[src/rtl/uart_regfile.sv]
module uart_regfile #(
  parameter int DEPTH = 16
) (
  input  logic        clk,
  input  logic        rst_n,
  input  logic        bus_sel,
  input  logic        bus_wr,
  input  logic [4:0]  bus_addr,
  input  logic [31:0] bus_wdata,
  output logic [31:0] bus_rdata,
  output logic        tx_valid,
  output logic [7:0]  tx_data,
  input  logic        tx_ready,
  input  logic        tx_busy,
  input  logic        rx_valid,
  input  logic [7:0]  rx_data,
  input  logic        rx_parity_err,
  input  logic        rx_frame_err,
  output logic [31:0] ctrl_out,
  output logic [31:0] baud_out,
  output logic        irq
);
  localparam int AW = $clog2(DEPTH);
  localparam int CW = $clog2(DEPTH + 1);

  logic [31:0]   ctrl_q, baud_q;
  logic [15:0]   thr_q;
  logic [2:0]    err_q;
  logic [7:0]    tx_mem [DEPTH];
  logic [7:0]    rx_mem [DEPTH];
  logic [AW-1:0] tx_wp, tx_rp, rx_wp, rx_rp;
  logic [CW-1:0] tx_cnt, rx_cnt;

  wire [2:0] idx      = bus_addr[4:2];
  wire       wr_tx    = bus_sel & bus_wr & (idx == 3'd0);
  wire       rd_rx    = bus_sel & ~bus_wr & (idx == 3'd1);
  wire       tx_full  = (tx_cnt == CW'(DEPTH));
  wire       tx_empty = (tx_cnt == '0);
  wire       rx_full  = (rx_cnt == CW'(DEPTH));
  wire       rx_empty = (rx_cnt == '0);
  wire       tx_flush = ctrl_q[22];
  wire       rx_flush = ctrl_q[23];
  wire       tx_push  = wr_tx & ~tx_flush & ~tx_full;
  wire       tx_ovf   = wr_tx & ~tx_flush & tx_full;
  wire       tx_pop   = tx_valid & tx_ready;
  wire       rx_take  = rx_valid & ctrl_q[13] & ~rx_flush;
  wire       rx_push  = rx_take & ~rx_full;
  wire       rx_pop   = rd_rx & ~rx_empty;

  assign tx_valid = ctrl_q[12] & ~tx_flush & ~tx_empty;
  assign tx_data  = tx_mem[tx_rp];
  assign ctrl_out = ctrl_q;
  assign baud_out = baud_q;
  assign irq = (ctrl_q[27] & (32'(rx_cnt) >= 32'(thr_q[7:0]))) |
               (ctrl_q[28] & (32'(tx_cnt) <  32'(thr_q[15:8])));

  wire [31:0] status = {6'b0, tx_busy, 2'b0, tx_empty, tx_full, rx_empty, 1'b0, err_q, 16'b0};

  always_comb begin
    bus_rdata = '0;
    if (bus_sel && !bus_wr) begin
      case (idx)
        3'd1:    bus_rdata = rx_empty ? 32'b0 : {24'b0, rx_mem[rx_rp]};
        3'd2:    bus_rdata = ctrl_q;
        3'd3:    bus_rdata = status;
        3'd4:    bus_rdata = {16'b0, thr_q};
        3'd5:    bus_rdata = baud_q;
        default: bus_rdata = '0;
      endcase
    end
  end

  always_ff @(posedge clk or negedge rst_n) begin
    if (!rst_n) begin
      ctrl_q <= '0;
      baud_q <= '0;
      thr_q  <= '0;
      err_q  <= '0;
    end else begin
      if (bus_sel && bus_wr && idx == 3'd2) ctrl_q <= bus_wdata;
      if (bus_sel && bus_wr && idx == 3'd4) thr_q  <= bus_wdata[15:0];
      if (bus_sel && bus_wr && idx == 3'd5) baud_q <= bus_wdata;
      if (ctrl_q[24]) err_q <= '0;
      else err_q <= err_q | {tx_ovf, rx_take & rx_frame_err, rx_take & rx_parity_err};
    end
  end

  always_ff @(posedge clk or negedge rst_n) begin
    if (!rst_n) begin
      tx_wp <= '0; tx_rp <= '0; tx_cnt <= '0;
    end else if (tx_flush) begin
      tx_wp <= '0; tx_rp <= '0; tx_cnt <= '0;
    end else begin
      if (tx_push) tx_wp <= tx_wp + 1'b1;
      if (tx_pop)  tx_rp <= tx_rp + 1'b1;
      tx_cnt <= tx_cnt + CW'(tx_push) - CW'(tx_pop);
    end
  end

  always_ff @(posedge clk or negedge rst_n) begin
    if (!rst_n) begin
      rx_wp <= '0; rx_rp <= '0; rx_cnt <= '0;
    end else if (rx_flush) begin
      rx_wp <= '0; rx_rp <= '0; rx_cnt <= '0;
    end else begin
      if (rx_push) rx_wp <= rx_wp + 1'b1;
      if (rx_pop)  rx_rp <= rx_rp + 1'b1;
      rx_cnt <= rx_cnt + CW'(rx_push) - CW'(rx_pop);
    end
  end

  always_ff @(posedge clk) begin
    if (tx_push) tx_mem[tx_wp] <= bus_wdata[7:0];
    if (rx_push) rx_mem[rx_wp] <= rx_data;
  end
endmodule

[config.mk]
export PLATFORM = sky130hd
export DESIGN_NAME = uart_regfile
export DESIGN_NICKNAME = d
export VERILOG_FILES = /design/src/rtl/uart_regfile.sv
export SDC_FILE = /design/constraint.sdc
export NUM_CORES = 1
export LEC_CHECK = 0
export BUFFER_PORTS_ARGS = -buffer_cell sky130_fd_sc_hd__buf_2
export CAP_MARGIN = 5
export CORE_ASPECT_RATIO = 1.1
export CORE_MARGIN = 4
export CORE_UTILIZATION = 59
export DETAILED_ROUTE_END_ITERATION = 6
export PLACE_DENSITY = 0.8
export SLEW_MARGIN = 30
export SYNTH_ARGS = -nofsm -noshare
export SYNTH_HDL_FRONTEND = slang
export SYNTH_SLANG_ARGS = --single-unit
[constraint.sdc]
create_clock -name clk -period 3.2 [get_ports clk]
set_input_delay 0.16 -clock clk [delete_from_list [all_inputs] [get_ports clk]]
set_output_delay 0.16 -clock clk [all_outputs]
set_load 0.02 [all_outputs]
Word level (Yosys, flattened, before mapping)
Memory sizes are Yosys's and may differ from the RTL's. Cells that the tools add are included. W data, S select, Z words.

Register bits after elaboration: 109. Memory bits (writable): 256. Input bits: 54. Output and inout port bits: 106. Word-level logic and storage cells: 87. Memories: 2.

$add $sub $neg: 8. Order comparisons: 2. Equality and inequality tests: 7. Muxes and demuxes: 18. Bitwise operators: 27. Reductions and logical operators: 13.

Memories: rx_mem (words 16, bits a word 8, rd ports 1, clocked after memory_dff 0, wr ports 1, RTL line 30) `logic [7:0] rx_mem [DEPTH];`; tx_mem (words 16, bits a word 8, rd ports 1, clocked after memory_dff 0, wr ports 1, RTL line 29) `logic [7:0] tx_mem [DEPTH];`.

Operators by type and width (number): $pmux W32 S5 (1); $mux W32 (1); $mux W4 (8); $and A1 B1 Y1 (18); $add A4 B1 Y4 const B (4); $add A5 B1 Y5 (2); $eq A5 B5 Y1 const B (2); $logic_not A5 Y1 (2); $mux W5 (2); $sub A5 B1 Y5 (2); $ge A5 B8 Y1 (1); $lt A5 B8 Y1 (1); $mux W8 (1); $reduce_bool A2 Y1 (4); $not A1 Y1 (7); $eq A3 B2 Y1 const B (2); $eq A3 B3 Y1 const B (2); $logic_and A1 B1 Y1 (5); $mux W1 (4); $eq A3 B1 Y1 const B (1); $logic_not A3 Y1 (1); $mux W3 (1); $or A3 B3 Y3 (1); $logic_not A1 Y1 (1); $or A1 B1 Y1 (1).

Longest topological paths before layout
Word-level depth: 7. Depth in mapped cells: 15. Mapped depth without buffers: 15.

Worst setup path after synthesis
No wires, ideal clock.

Kind: reg-to-reg. Start point: register ctrl_q[22] (netlist: ctrl_out[22]). End point: register tx_cnt[4]. Setup time: 78 ps. Arrival time: 2954 ps. Required time: 3122 ps. Path slack: 167 ps. Stages on the path, launching flop included: 15. Buffers on the path: 1. Cell sequence: dfrtp_1 buf_2 or4_4 nor3_4 inv_2 ha_1 inv_1 ha_1 inv_1 fa_1 inv_1 a21oi_1 nor2_1 or3_1 a21oi_1.

Cells in the longest elaborated chain, start to end: 6. Elaborated cells on any way between the ends: 9. Classes of those cells: 2 x add/sub; 1 x mux; 6 x bitwise.

Ends and longest elaborated chain: from (decl) (RTL line 26) `logic [31:0] ctrl_q, baud_q;`; from (signal assigned) (RTL line 80) `if (bus_sel && bus_wr && idx == 3'd2) ctrl_q <= bus_wdata;`; $not A1 Y1 (RTL line 43, 50); $and A1 B1 Y1, on equally long branches (2 in a row) (RTL line 43, 50); $add A5 B1 Y5 / $and A1 B1 Y1 (equally long branches) (RTL line 96, 45); $sub A5 B1 Y5 (RTL line 96) `tx_cnt <= tx_cnt + CW'(tx_push) - CW'(tx_pop);`; $mux W5 (*) (RTL line 91) `end else if (tx_flush) begin`; to (signal assigned) (RTL line 96); to (decl) (RTL line 32) `logic [CW-1:0] tx_cnt, rx_cnt;`.

Every way passes the cells marked *; elsewhere a longest branch is shown, timed or not. A chain may end at the register's enable or synchronous reset.

Worst setup path in the final report
Start point: register rx_cnt[2]. End point: output bus_rdata[7].

Cells in the longest elaborated chain, start to end: 4.

Ends and longest elaborated chain: from (decl) (RTL line 32); from (signal assigned) (RTL line 108) `rx_cnt <= rx_cnt + CW'(rx_push) - CW'(rx_pop);`; $logic_not A5 Y1 (RTL line 40) `wire rx_empty = (rx_cnt == '0);`; $mux W8 (RTL line 63) `3'd1: bus_rdata = rx_empty ? 32'b0 : {24'b0, rx_mem[rx_rp]};`; $pmux W32 S5 (RTL line 62) `case (idx)`; $mux W32 (RTL line 61) `if (bus_sel && !bus_wr) begin`; to (decl) (RTL line 10) `output logic [31:0] bus_rdata,`.

No other way between the ends.

==> flow_summary_export.csv <==
group,metric,value,unit
detailed_routing,drc,0,
run,cap_violations,0,
global_route,grt.overflow.total,0,
clock_tree,clock_tree.root_cell,"clkbuf_16",
clock_tree,clock_latency,520,ps
placement,gp_congestion,0.842,
power_and_ir_drop,power_density,677,nW/µm²
synthesis,avgSynthCellArea,16.9,µm²
detailed_routing,via_per_inst,5.99,
global_route,antenna_found_initial,0,
cells_and_area,fin_nets,1206,
hold_path,hold_path_class,"input port to flop",
cells_and_area,multi_input_area,4870,µm²
timing,period_share,0.918,
synthesis,synth_fp_nets,1012,
synthesis,synth_cells,925,
critical_path,critPathArrivalTime,2780,ps
clock_tree,htreeDepth,2,
global_route,grt_max_degree,57,
status,outcome,"complete, no violations",
timing,worst_pin_slew,745,ps
synthesis,synth_cell_types,48,
synthesis,netlist_area,15600,µm²
floorplan,rows,62,
critical_path,critical_path_class,"flop to output pin",
global_route,grt_pass1_vias,9261,
floorplan,chipWidth,163,µm
synthesis,yosysWarningCount,0,
critical_path,crit_end,"bus_rdata[7]",
detailed_routing,wl_per_cell,23.1,µm
synthesis,ys_top_cells_by_area,"edfxtp_1, dfrtp_1, mux4_2",
clock_tree,cts_tree,"done",
placement,hpwl,23100,µm
clock_tree,path_clk_slew,60,ps
critical_path,worstPathMaxFanout,8,
clock_tree,cts_buffer_depth,3,
timing,final_max_slew_viol_count,0,
critical_path,cp.required,3040,ps
clock_tree,cts_buffers,37,
cells_and_area,syn2layout_area_growth,17.1,%
floorplan,start_util,0.598,
synthesis,synth_edf_count,256,
timing,rsz0062_at_grt,"false",
critical_path,r2r_cells,13,
synthesis,ys_ff_latch,365,
floorplan,fp.dieArea,29100,µm²
detailed_routing,drt_wl_total,34600,µm
timing,tns,0,ps
detailed_routing,ant_nets,0,
critical_path,crit-reg2reg-launch,"ctrl_out[22]",
floorplan,ios,160,
synthesis,synthArstFlopShare,0.299,
critical_path,startpoint,"rx_cnt[2]",
timing,finalSetupViolCount,0,
cells_and_area,ff_latch_area,10400,µm²
timing,fin_crit,2940,ps
timing,hold_viol,0,
power_and_ir_drop,vdd_drop_max,0.439,mV
critical_path,r2r_end,"tx_cnt[4]",
timing,slew_headroom,0.503,
detailed_routing,firstDrtPassIters,5,
synthesis,yosysTopAreaCellShare,0.493,
power_and_ir_drop,leakage,0.00688,µW
cells_and_area,drive_above_1_share,0.352,
timing,clock_skew,22.7,ps
timing,fmax,0.340,GHz
global_route,grt_pass1_wl,54000,µm
detailed_routing,drt_iter0_markers,663,
synthesis,synth_area_leader_cell,"edfxtp_1",
floorplan,core_area,26100,µm²
detailed_routing,via_count,8973,
critical_path,rrSetupSlack,330,ps
critical_path,critPathLaunchType,"flop",
global_route,grtUsageTotal,0.244,
timing,fin_hold_ws,23.3,ps
floorplan,die_height,179,µm
cells_and_area,final_util,0.701,
synthesis,ys.flop_type,"edfxtp_1",
cells_and_area,fillCellCount,1683,
placement,portBuffers,157,
clock_tree,cts.sinks,365,
synthesis,yosysSeqAreaShare,0.668,
cells_and_area,n_antenna_cell,0,
critical_path,endpoint_kind,"output pin",
clock_tree,post-cts-setup-buffer-count,0,
power by group:
group	total [µW]	internal, µW	switching (µW)
registers	5770	5410	357
clock network	4050	2380	1670
logic	2550	1190	1360
layer usage:
layer | wire length (µm) | up-vias | global-route usage | share of wire
met3 | 1860 | 94 | 0.0351 | 0.054
met5 | 0 | - | 0 | 0
li1 | - | 3946 | - | -
met1 | 13300 | 4590 | 0.316 | 0.38
met4 | 1610 | 0 | 0.106 | 0.047
met2 | 17900 | 343 | 0.417 | 0.52
final cells by class:
type                       instances  share of cell area
clock buffer                      59              0.0608
clock inverter                     8             0.00219
inverter                          28             0.00575
multi-input combinational        479               0.267
sequential                       365               0.570
tap                              352              0.0241
timing repair buffer             208              0.0699
cell usage in the layout (no fill, tap or decap), drive strengths merged, types with 2 or more instances in the layout:
master	count
mux4	72
and4	4
nand2b	5
clkinv	7
mux2	81
clkbuf	59
nor4bb	2
nor2	68
fa	2
xor2	11
a22oi	32
edfxtp	256
nand4	4
or3	4
a21oi	29
nor4b	2
and3	5
dlygate4sd3	27
ha	31
xnor2	4
o221ai	8
nor4	2
nor3	7
o21ai	14
o31ai	2
a21o	2
nand2	31
dfrtp	109
nor2b	8
inv	29
buf	181
and2	24
mux2i	9
a22o	7
a211o	2
registers in the layout, summed over array words and instances (netlist names):
signal and flops:
ctrl_out 32, thr_q 16, tx_wp 4, baud_out 32, tx_mem 128, err_q 3
rx_wp 4, tx_rp 4, rx_mem 128, rx_cnt 5, tx_cnt 5, rx_rp 4
cell usage after synthesis (2+ instances only):
master    instances
a211o_1           2
a21o_1            2
a21oi_1          29
a22o_1            7
a22oi_1          32
and2_1           24
and3_1            5
and4_1            4
buf_1             2
buf_2            17
buf_6             3
clkbuf_1         30
dfrtp_1         109
edfxtp_1        256
fa_1              2
ha_1             31
inv_1            27
mux2_2           51
mux2_4           30
mux2i_1           9
mux4_2           72
nand2_1          31
nand2b_1          5
nand4_1           4
nor2_1           67
nor2b_1           8
nor3_1            5
nor4_2            2
nor4b_1           2
nor4bb_1          2
o21ai_0          14
o221ai_1          8
o31ai_1           2
or3_1             4
xnor2_1           4
xor2_1           11
worst max-delay path: stages, from the launching register on:
cell and delay (ps):
dfrtp_1 380, inv_1 70, ha_1 200, nor4b_2 180
nor4_2 340, buf_4 220, nand2_1 240, o221ai_1 400
buf_2 240
worst min-delay path by stage:
stage / startpoint / end / slack (ps) / depth (start not counted)
detailed placement: rst_n / ctrl_out[17] / 270 / 1
global placement: rst_n / ctrl_out[16] / 270 / 1
CTS: rx_data[1] / rx_mem[10][1] / 6 / 1
global route: rx_data[0] / rx_mem[1][0] / 20 / 1
floorplan: rst_n / baud_out[0] / -140 / 0
finish: rx_data[3] / rx_mem[4][3] / 20 / 1
what timing repair did:
action / in CTS / in global routing
hold endpoints to repair: 113 / 0
setup endpoints to repair: 0 / 10
gates resized for setup: 0 / 3
hold buffers: 27 / 0
through the flow:
stage / setup WS [ps] / instances / instance area (µm²) / power [µW]
5_1_grt: 89.3 / 1499 / 18300 / 12900
3_5_place_dp: 192 / 1405 / 16800 / 8370
6_report: 263 / 1499 / 18300 / 12400
3_3_place_gp: 319 / 1405 / 16800 / 8290
2_1_floorplan: 167 / 925 / 15600 / 7500
4_1_cts: 82.2 / 1499 / 18200 / 12500
kinds of logic (layout without fill, tap and decap cells):
group / Yosys count / count (layout) / share of synthesized area
mux: 162 / 162 / 0.175
flops: 365 / 365 / 0.668
xor+xnor: 15 / 15 / 0.00842
fa+ha+maj: 33 / 33 / 0.0274
buf+inv: 81 / 303 / 0.0225
compound gates: 98 / 98 / 0.0418
simple gates: 171 / 171 / 0.0566
(Power assumes the default switching activity.)
